File: config.mk
export PLATFORM = sky130hd
export DESIGN_NAME = sram_ctrl
export DESIGN_NICKNAME = d
export VERILOG_FILES = /design/src/rtl/sram_ctrl_pkg.sv /design/src/rtl/sram_phase_timer.sv /design/src/rtl/sram_pwrup_wait.sv /design/src/rtl/sram_ctrl.sv
export SDC_FILE = /design/constraint.sdc
export NUM_CORES = 1
export LEC_CHECK = 0
export CAP_MARGIN = 20
export CORE_MARGIN = 5
export CORE_UTILIZATION = 35
export DETAILED_ROUTE_END_ITERATION = 12
export PLACE_DENSITY = 0.77
export SYNTH_ARGS = -nofsm -noshare
export SYNTH_HDL_FRONTEND = slang
export SYNTH_SLANG_ARGS = --single-unit
File: constraint.sdc
create_clock -name clk -period 2.3 [get_ports clk]
set_clock_uncertainty 0.2 [all_clocks]
set_input_delay 0.23 -clock clk [delete_from_list [all_inputs] [get_ports clk]]
set_output_delay 0.23 -clock clk [all_outputs]
set_load 0.03 [all_outputs]
File: src/rtl/sram_ctrl_pkg.sv
package sram_ctrl_pkg;

    typedef enum logic [2:0] {
        ST_PWRUP,
        ST_IDLE,
        ST_RD,
        ST_WR_TA,
        ST_WR_DAT,
        ST_WR_HOLD,
        ST_GAP
    } ctl_state_e;

    // Registered pin controls; all enables active low
    typedef struct packed {
        logic ce_n;
        logic oe_n;
        logic we_n;
        logic ub_n;
        logic lb_n;
        logic dq_oe;
    } pin_ctl_t;

    // Round a nanosecond figure up to clock cycles, never below one
    function automatic int ns_to_cyc(input int ns, input int period);
        int c;
        c = (ns + period - 1) / period;
        return (c < 1) ? 1 : c;
    endfunction

    function automatic int imax(input int a, input int b);
        return (a > b) ? a : b;
    endfunction

    // Pin levels for a state and selected lanes (bit 1 upper, bit 0 lower)
    function automatic pin_ctl_t pins_for(input ctl_state_e st, input logic [1:0] lanes);
        pin_ctl_t p;
        p = '{ce_n: 1'b1, oe_n: 1'b1, we_n: 1'b1, ub_n: 1'b1, lb_n: 1'b1, dq_oe: 1'b0};
        case (st)
            ST_RD, ST_WR_TA, ST_WR_DAT: begin
                p.ce_n = 1'b0;
                p.oe_n = 1'b0;
                p.ub_n = ~lanes[1];
                p.lb_n = ~lanes[0];
                p.we_n = (st == ST_RD);
                p.dq_oe = (st == ST_WR_DAT);
            end
            ST_WR_HOLD: p.dq_oe = 1'b1;
            default: ;
        endcase
        return p;
    endfunction

endpackage

File: src/rtl/sram_phase_timer.sv
module sram_phase_timer #(
    parameter int W = 2
) (
    input  logic         clk,
    input  logic         rst,
    input  logic         load,
    input  logic [W-1:0] load_val,
    output logic         expired
);
    logic [W-1:0] cnt;

    always_ff @(posedge clk) begin
        if (rst)
            cnt <= '0;
        else if (load)
            cnt <= load_val;
        else if (cnt != '0)
            cnt <= cnt - 1'b1;
    end

    assign expired = (cnt == '0);
endmodule

File: src/rtl/sram_pwrup_wait.sv
module sram_pwrup_wait #(
    parameter int N_CYC = 12500
) (
    input  logic clk,
    input  logic rst,
    output logic done
);
    localparam int LIMIT = N_CYC - 1;
    localparam int W     = (N_CYC > 1) ? $clog2(N_CYC) : 1;

    logic [W-1:0] cnt;

    assign done = (cnt == W'(LIMIT));

    always_ff @(posedge clk) begin
        if (rst)
            cnt <= '0;
        else if (!done)
            cnt <= cnt + 1'b1;
    end
endmodule

File: src/rtl/sram_ctrl.sv
module sram_ctrl
    import sram_ctrl_pkg::*;
#(
    parameter int ADDR_W        = 18,
    parameter int CLK_PERIOD_NS = 8,
    parameter int T_PWR_NS      = 100000,
    parameter int T_RC_NS       = 10,
    parameter int T_AA_NS       = 10,
    parameter int T_ACE_NS      = 10,
    parameter int T_DOE_NS      = 5,
    parameter int T_DBE_NS      = 5,
    parameter int T_WC_NS       = 10,
    parameter int T_PWE_NS      = 7,
    parameter int T_SCE_NS      = 7,
    parameter int T_BW_NS       = 7,
    parameter int T_AW_NS       = 7,
    parameter int T_SD_NS       = 5,
    parameter int T_HZWE_NS     = 5
) (
    input  logic              clk,
    input  logic              rst,
    input  logic              req_valid,
    output logic              req_ready,
    input  logic              req_we,
    input  logic [ADDR_W-1:0] req_addr,
    input  logic [15:0]       req_wdata,
    input  logic [1:0]        req_mask,
    output logic              rsp_valid,
    output logic [15:0]       rsp_rdata,
    output logic [ADDR_W-1:0] sram_addr,
    input  logic [15:0]       sram_dq_i,
    output logic [15:0]       sram_dq_o,
    output logic              sram_dq_oe,
    output logic              sram_ce_n,
    output logic              sram_oe_n,
    output logic              sram_we_n,
    output logic              sram_ub_n,
    output logic              sram_lb_n
);
    localparam int CP    = CLK_PERIOD_NS;
    localparam int N_PWR = ns_to_cyc(T_PWR_NS, CP);
    localparam int N_RD  = imax(imax(ns_to_cyc(T_RC_NS, CP), ns_to_cyc(T_AA_NS, CP)),
                                imax(ns_to_cyc(T_ACE_NS, CP),
                                     imax(ns_to_cyc(T_DOE_NS, CP), ns_to_cyc(T_DBE_NS, CP))));
    localparam int N_TA  = ns_to_cyc(T_HZWE_NS, CP);
    localparam int N_DS  = imax(imax(ns_to_cyc(T_SD_NS, CP), ns_to_cyc(T_PWE_NS, CP) - N_TA),
                                imax(imax(ns_to_cyc(T_SCE_NS, CP), ns_to_cyc(T_BW_NS, CP)) - N_TA,
                                     imax(ns_to_cyc(T_AW_NS, CP), ns_to_cyc(T_WC_NS, CP)) - N_TA));
    localparam int T_MAX = imax(N_RD, imax(N_TA, N_DS));
    localparam int T_W   = $clog2(T_MAX + 1);

    ctl_state_e        state_q, state_d;
    pin_ctl_t          pins_q;
    logic [1:0]        lanes_q, lanes_d;
    logic [ADDR_W-1:0] addr_q;
    logic [15:0]       wdata_q;
    logic              pwr_done, tmr_exp, tmr_load, accept, zero_req;
    logic [T_W-1:0]    tmr_val;

    sram_pwrup_wait #(.N_CYC(N_PWR)) u_pwr (
        .clk(clk), .rst(rst), .done(pwr_done)
    );

    sram_phase_timer #(.W(T_W)) u_tmr (
        .clk(clk), .rst(rst), .load(tmr_load), .load_val(tmr_val), .expired(tmr_exp)
    );

    assign req_ready = (state_q == ST_IDLE);
    assign accept    = req_valid && req_ready;
    assign zero_req  = accept && (req_mask == 2'b00);

    always_comb begin
        state_d  = state_q;
        tmr_load = 1'b0;
        tmr_val  = '0;
        lanes_d  = lanes_q;
        case (state_q)
            ST_PWRUP:   if (pwr_done) state_d = ST_IDLE;
            ST_IDLE: begin
                if (accept && !zero_req) begin
                    lanes_d  = req_mask;
                    tmr_load = 1'b1;
                    if (req_we) begin
                        state_d = ST_WR_TA;
                        tmr_val = T_W'(N_TA - 1);
                    end else begin
                        state_d = ST_RD;
                        tmr_val = T_W'(N_RD - 1);
                    end
                end
            end
            ST_RD:      if (tmr_exp) state_d = ST_GAP;
            ST_WR_TA: begin
                if (tmr_exp) begin
                    state_d  = ST_WR_DAT;
                    tmr_load = 1'b1;
                    tmr_val  = T_W'(N_DS - 1);
                end
            end
            ST_WR_DAT:  if (tmr_exp) state_d = ST_WR_HOLD;
            ST_WR_HOLD: state_d = ST_IDLE;
            ST_GAP:     state_d = ST_IDLE;
            default:    state_d = ST_IDLE;
        endcase
    end

    always_ff @(posedge clk) begin
        if (rst) begin
            state_q   <= ST_PWRUP;
            pins_q    <= pins_for(ST_PWRUP, 2'b00);
            lanes_q   <= 2'b00;
            addr_q    <= '0;
            wdata_q   <= '0;
            rsp_valid <= 1'b0;
            rsp_rdata <= '0;
        end else begin
            state_q   <= state_d;
            pins_q    <= pins_for(state_d, lanes_d);
            lanes_q   <= lanes_d;
            rsp_valid <= zero_req
                       || ((state_q == ST_RD) && tmr_exp)
                       || ((state_q == ST_WR_DAT) && tmr_exp);
            if (accept && !zero_req) begin
                addr_q  <= req_addr;
                wdata_q <= req_wdata;
            end
            if ((state_q == ST_RD) && tmr_exp)
                rsp_rdata <= {lanes_q[1] ? sram_dq_i[15:8] : 8'h00,
                              lanes_q[0] ? sram_dq_i[7:0]  : 8'h00};
        end
    end

    assign sram_addr  = addr_q;
    assign sram_dq_o  = wdata_q;
    assign sram_dq_oe = pins_q.dq_oe;
    assign sram_ce_n  = pins_q.ce_n;
    assign sram_oe_n  = pins_q.oe_n;
    assign sram_we_n  = pins_q.we_n;
    assign sram_ub_n  = pins_q.ub_n;
    assign sram_lb_n  = pins_q.lb_n;
endmodule

==> flow_summary.ini <==
[status]
status = complete, no violations

[place]
hpwl_um = 5560
port_buffers = 113
gp_congestion = 0.775

[critical_path]
worst-setup-path-type = reg -> out
r2r-start = state_q[1]$_SDFF_PP0_
crit_slowest_cell = clkdlybuf4s50_1
critPathRequiredTime_ps = 1870
reg2reg_to = rsp_rdata[11]$_SDFFE_PP0P_
worst-r2r-cell-count = 5
crit_start = state_q[2]$_SDFF_PP0_
crit_path_end_kind = output port
critical_path.cell_chain = nor3_2 -> clkdlybuf4s50_1
slowest_delay_ps = 710
startpoint_type = flip-flop
arrival_ps = 1750
r2r_slack_ps = 370
critPathMaxFanout = 12

[detailed_routing]
wl_um = 7700
via_per_inst = 4.80
first_pass_iters = 4
drc = 0
wl_per_cell_um = 13.3
drtIter0Drc = 121
ant_nets = 0
vias = 2777

[cts]
clkTransAtPathRegs_ps = 90
post_cts_buffers = 0
cts_buffers = 9
cts_tree = done
clk_latency_ps = 340
post_cts_resized = 0
clockBufferDepth = 2
clk_root_buffer_cell = clkbuf_8
htreeDepth = 3
hold_buffers = 0
cts_num_sinks = 77

[synthesis]
postSynthCellCount = 361
ys_types = 38
synth-seq-area-share_pct = 51.6
synthesis.nets = 419
ys_ff_latch = 77
yosys_warnings = 0
synth_area_um2 = 2990
synth_area_per_cell_um2 = 8.28

[floorplan]
die_width_um = 102
row_count = 33
dieArea_um2 = 10500
die_h_um = 102
coreArea_um2 = 8260
ios = 114
initial_core_util_pct = 36.2

[pwr]
clockPowerShare_pct = 37.1
combPwrFrac_pct = 9.0
p_int_w = 0.00191
irDropWorstVdd_mv = 0.314
seqPwrFrac_pct = 53.9
power_density_nw_per_um2 = 576
swShare_pct = 24.2
p_leak_nw = 1.51
p_switching_w = 0.000610

[timing]
tightest_slew_ps = 804
hold_viol_final = 0
layout_min_cycle_time_ps = 2180
drv_slew = 0
fin_tns_setup_ps = 0
timing.fmax_ghz = 0.459
grt_setup_unrepaired = false
setup_viol = 0
slew_headroom_pct = 46.4
hold_ws_ps = 225
final.period_utilization_pct = 94.6

[flow_run]
drv_cap = 0

[global_routing]
grt_use_total_pct = 14.9
grt_pass1_vias = 2724
grt-ovfl-total = 0
grt_pass1_wl_um = 12300
antenna_found_initial = 0
grt_max_degree = 44

[worst_hold_path]
whs_path_depth = 3
min_from = req_addr[12]
hp-class = in -> reg
hold-path-endpoint = sram_addr[12]$_SDFFE_PP0P_

[final_layout]
seq_area_um2 = 1540
syn_to_final_growth_pct = 46.4
drive_above_1_share_pct = 6.77
finalNetCount = 526
num-fill-cells = 772
multi_input_area_um2 = 1310
diodes = 0
-- flip-flops by register name (all words and copies together) (netlist names) --
register and count:
rsp_rdata 16, sram_addr 18, sram_ce_n 1, lanes_q 2, sram_dq_o 16, sram_we_n 1, sram_lb_n 1, rsp_valid 1
u_pwr.cnt 14, u_tmr.cnt 2, sram_dq_oe 1, sram_ub_n 1, state_q 3
-- worst max-delay path by stage --
stage	to	cells after the start	slack [ps]
finish	req_ready	2	120
global placement	sram_dq_o[12]$_SDFFE_PP0P_	6	350
global route	req_ready	2	7
detailed placement	sram_dq_o[0]$_SDFFE_PP0P_	6	280
CTS	req_ready	2	70
floorplan	sram_addr[0]$_SDFFE_PP0P_	7	340
-- area by class of cell --
cell class / instances / share of cell area [%]
Timing Repair Buffer: 120 / 27.2
Tap cell: 105 / 3.00
Sequential cell: 77 / 35.2
Inverter: 4 / 0.343
Clock buffer: 10 / 3.15
Multi-Input combinational cell: 256 / 30.0
Clock inverter: 6 / 1.03
-- through the flow --
| stage | instances | total power [W] | area [um^2] | worst slack, ps | util, % |
|---|---|---|---|---|---|
| floorplan | 361 | 0.00149 | 2990 | 343 | - |
| finish | 578 | 0.00252 | 4380 | 124 | 53.0 |
| global route | 578 | 0.00264 | 4380 | 7.12 | 53.0 |
| CTS | 578 | 0.00256 | 4380 | 67.3 | 53.0 |
| detailed placement | 562 | 0.00162 | 4190 | 280 | 50.8 |
| global placement | 562 | 0.00161 | 4190 | 354 | 50.8 |
-- synthesized netlist by cell type --
| master | number | area (um^2) |
|---|---|---|
| xnor2_1 | 3 | 26.3 |
| nor2b_1 | 1 | 6.26 |
| a32oi_1 | 1 | 8.76 |
| nor4b_2 | 1 | 15.0 |
| dfxtp_1 | 77 | 1540 |
| nor3_1 | 2 | 10.0 |
| inv_1 | 4 | 15.0 |
| o21a_1 | 1 | 7.51 |
| nand3_1 | 24 | 120 |
| a21oi_1 | 59 | 295 |
| nand4b_2 | 1 | 15.0 |
| clkbuf_1 | 10 | 37.5 |
| nand2_1 | 101 | 379 |
| buf_1 | 1 | 3.75 |
| and4_1 | 2 | 17.5 |
| nor3b_1 | 1 | 7.51 |
| and3_1 | 2 | 12.5 |
| nor2_4 | 1 | 11.3 |
| nor2_1 | 23 | 86.3 |
| buf_2 | 7 | 35.0 |
| nand3b_1 | 1 | 7.51 |
| nor4_2 | 1 | 12.5 |
| a221oi_1 | 2 | 17.5 |
| or3_1 | 2 | 12.5 |
| xor2_1 | 9 | 78.8 |
| and3_2 | 1 | 7.51 |
| nand4_1 | 2 | 12.5 |
| nor4b_1 | 1 | 8.76 |
| nand2b_1 | 3 | 18.8 |
| and2b_1 | 1 | 7.51 |
| nor3_2 | 1 | 10.0 |
| mux2i_1 | 3 | 30.0 |
| a2111oi_1 | 1 | 10.0 |
| ha_1 | 2 | 25.0 |
| o21ai_0 | 1 | 5.00 |
| and4bb_1 | 1 | 12.5 |
| buf_4 | 6 | 45.0 |
| nor4bb_2 | 1 | 16.3 |
-- per-layer routing --
metal / routed length [um] / part of all wire [%] / track usage (%) / vias to the layer above
li1: - / - / - / 1410
met1: 3240 / 42 / 17.5 / 1260
met2: 3500 / 45 / 23.6 / 93
met3: 824 / 11 / 6.62 / 14
met4: 133 / 1.7 / 6.16 / 0
met5: 0 / 0 / 0 / -
-- critical path, delay by kind of cell (launching register included) --
kind	cells	cell delay, ps
simple gates	1	260
buf+inv	1	710
flops	1	430
-- power groups by stage --
stage	logic [W]	registers [W]	clock network, W
2_1_floorplan	0.000103	0.00139	0
3_3_place_gp	0.000221	0.00139	0
3_5_place_dp	0.000227	0.00139	0
4_1_cts	0.000228	0.00136	0.000976
5_1_grt	0.000253	0.00136	0.00102
6_report	0.000226	0.00136	0.000934
-- logic make-up after synthesis --
family / count (synthesis) / share of synthesized area, %
AO/OA/AOI/OAI: 65 / 11.5
XOR/XNOR: 12 / 3.52
adder cells (fa/ha/maj): 2 / 0.837
buffers and inverters: 28 / 4.56
flip-flops: 77 / 51.6
multiplexers: 3 / 1.00
AND/OR/NAND/NOR: 174 / 27.0
-- layout by cell type (no fill, tap or decap), types with 2 or more instances in the layout --
master	Yosys	layout
clkdlybuf4s50_1	0	112
nand2_1	101	101
dfxtp_1	77	77
a21oi_1	59	59
nand3_1	24	24
nor2_1	23	23
clkbuf_8	0	10
xor2_1	9	9
buf_4	6	6
inv_1	4	4
nand2b_1	3	3
mux2i_1	3	3
xnor2_1	3	3
clkinvlp_4	0	3
or3_1	2	2
a221oi_1	2	2
and3_1	2	2
nor3_1	2	2
and4_1	2	2
nand4_1	2	2
ha_1	2	2
inv_6	0	2
Power figures use the tool's default switching activity.
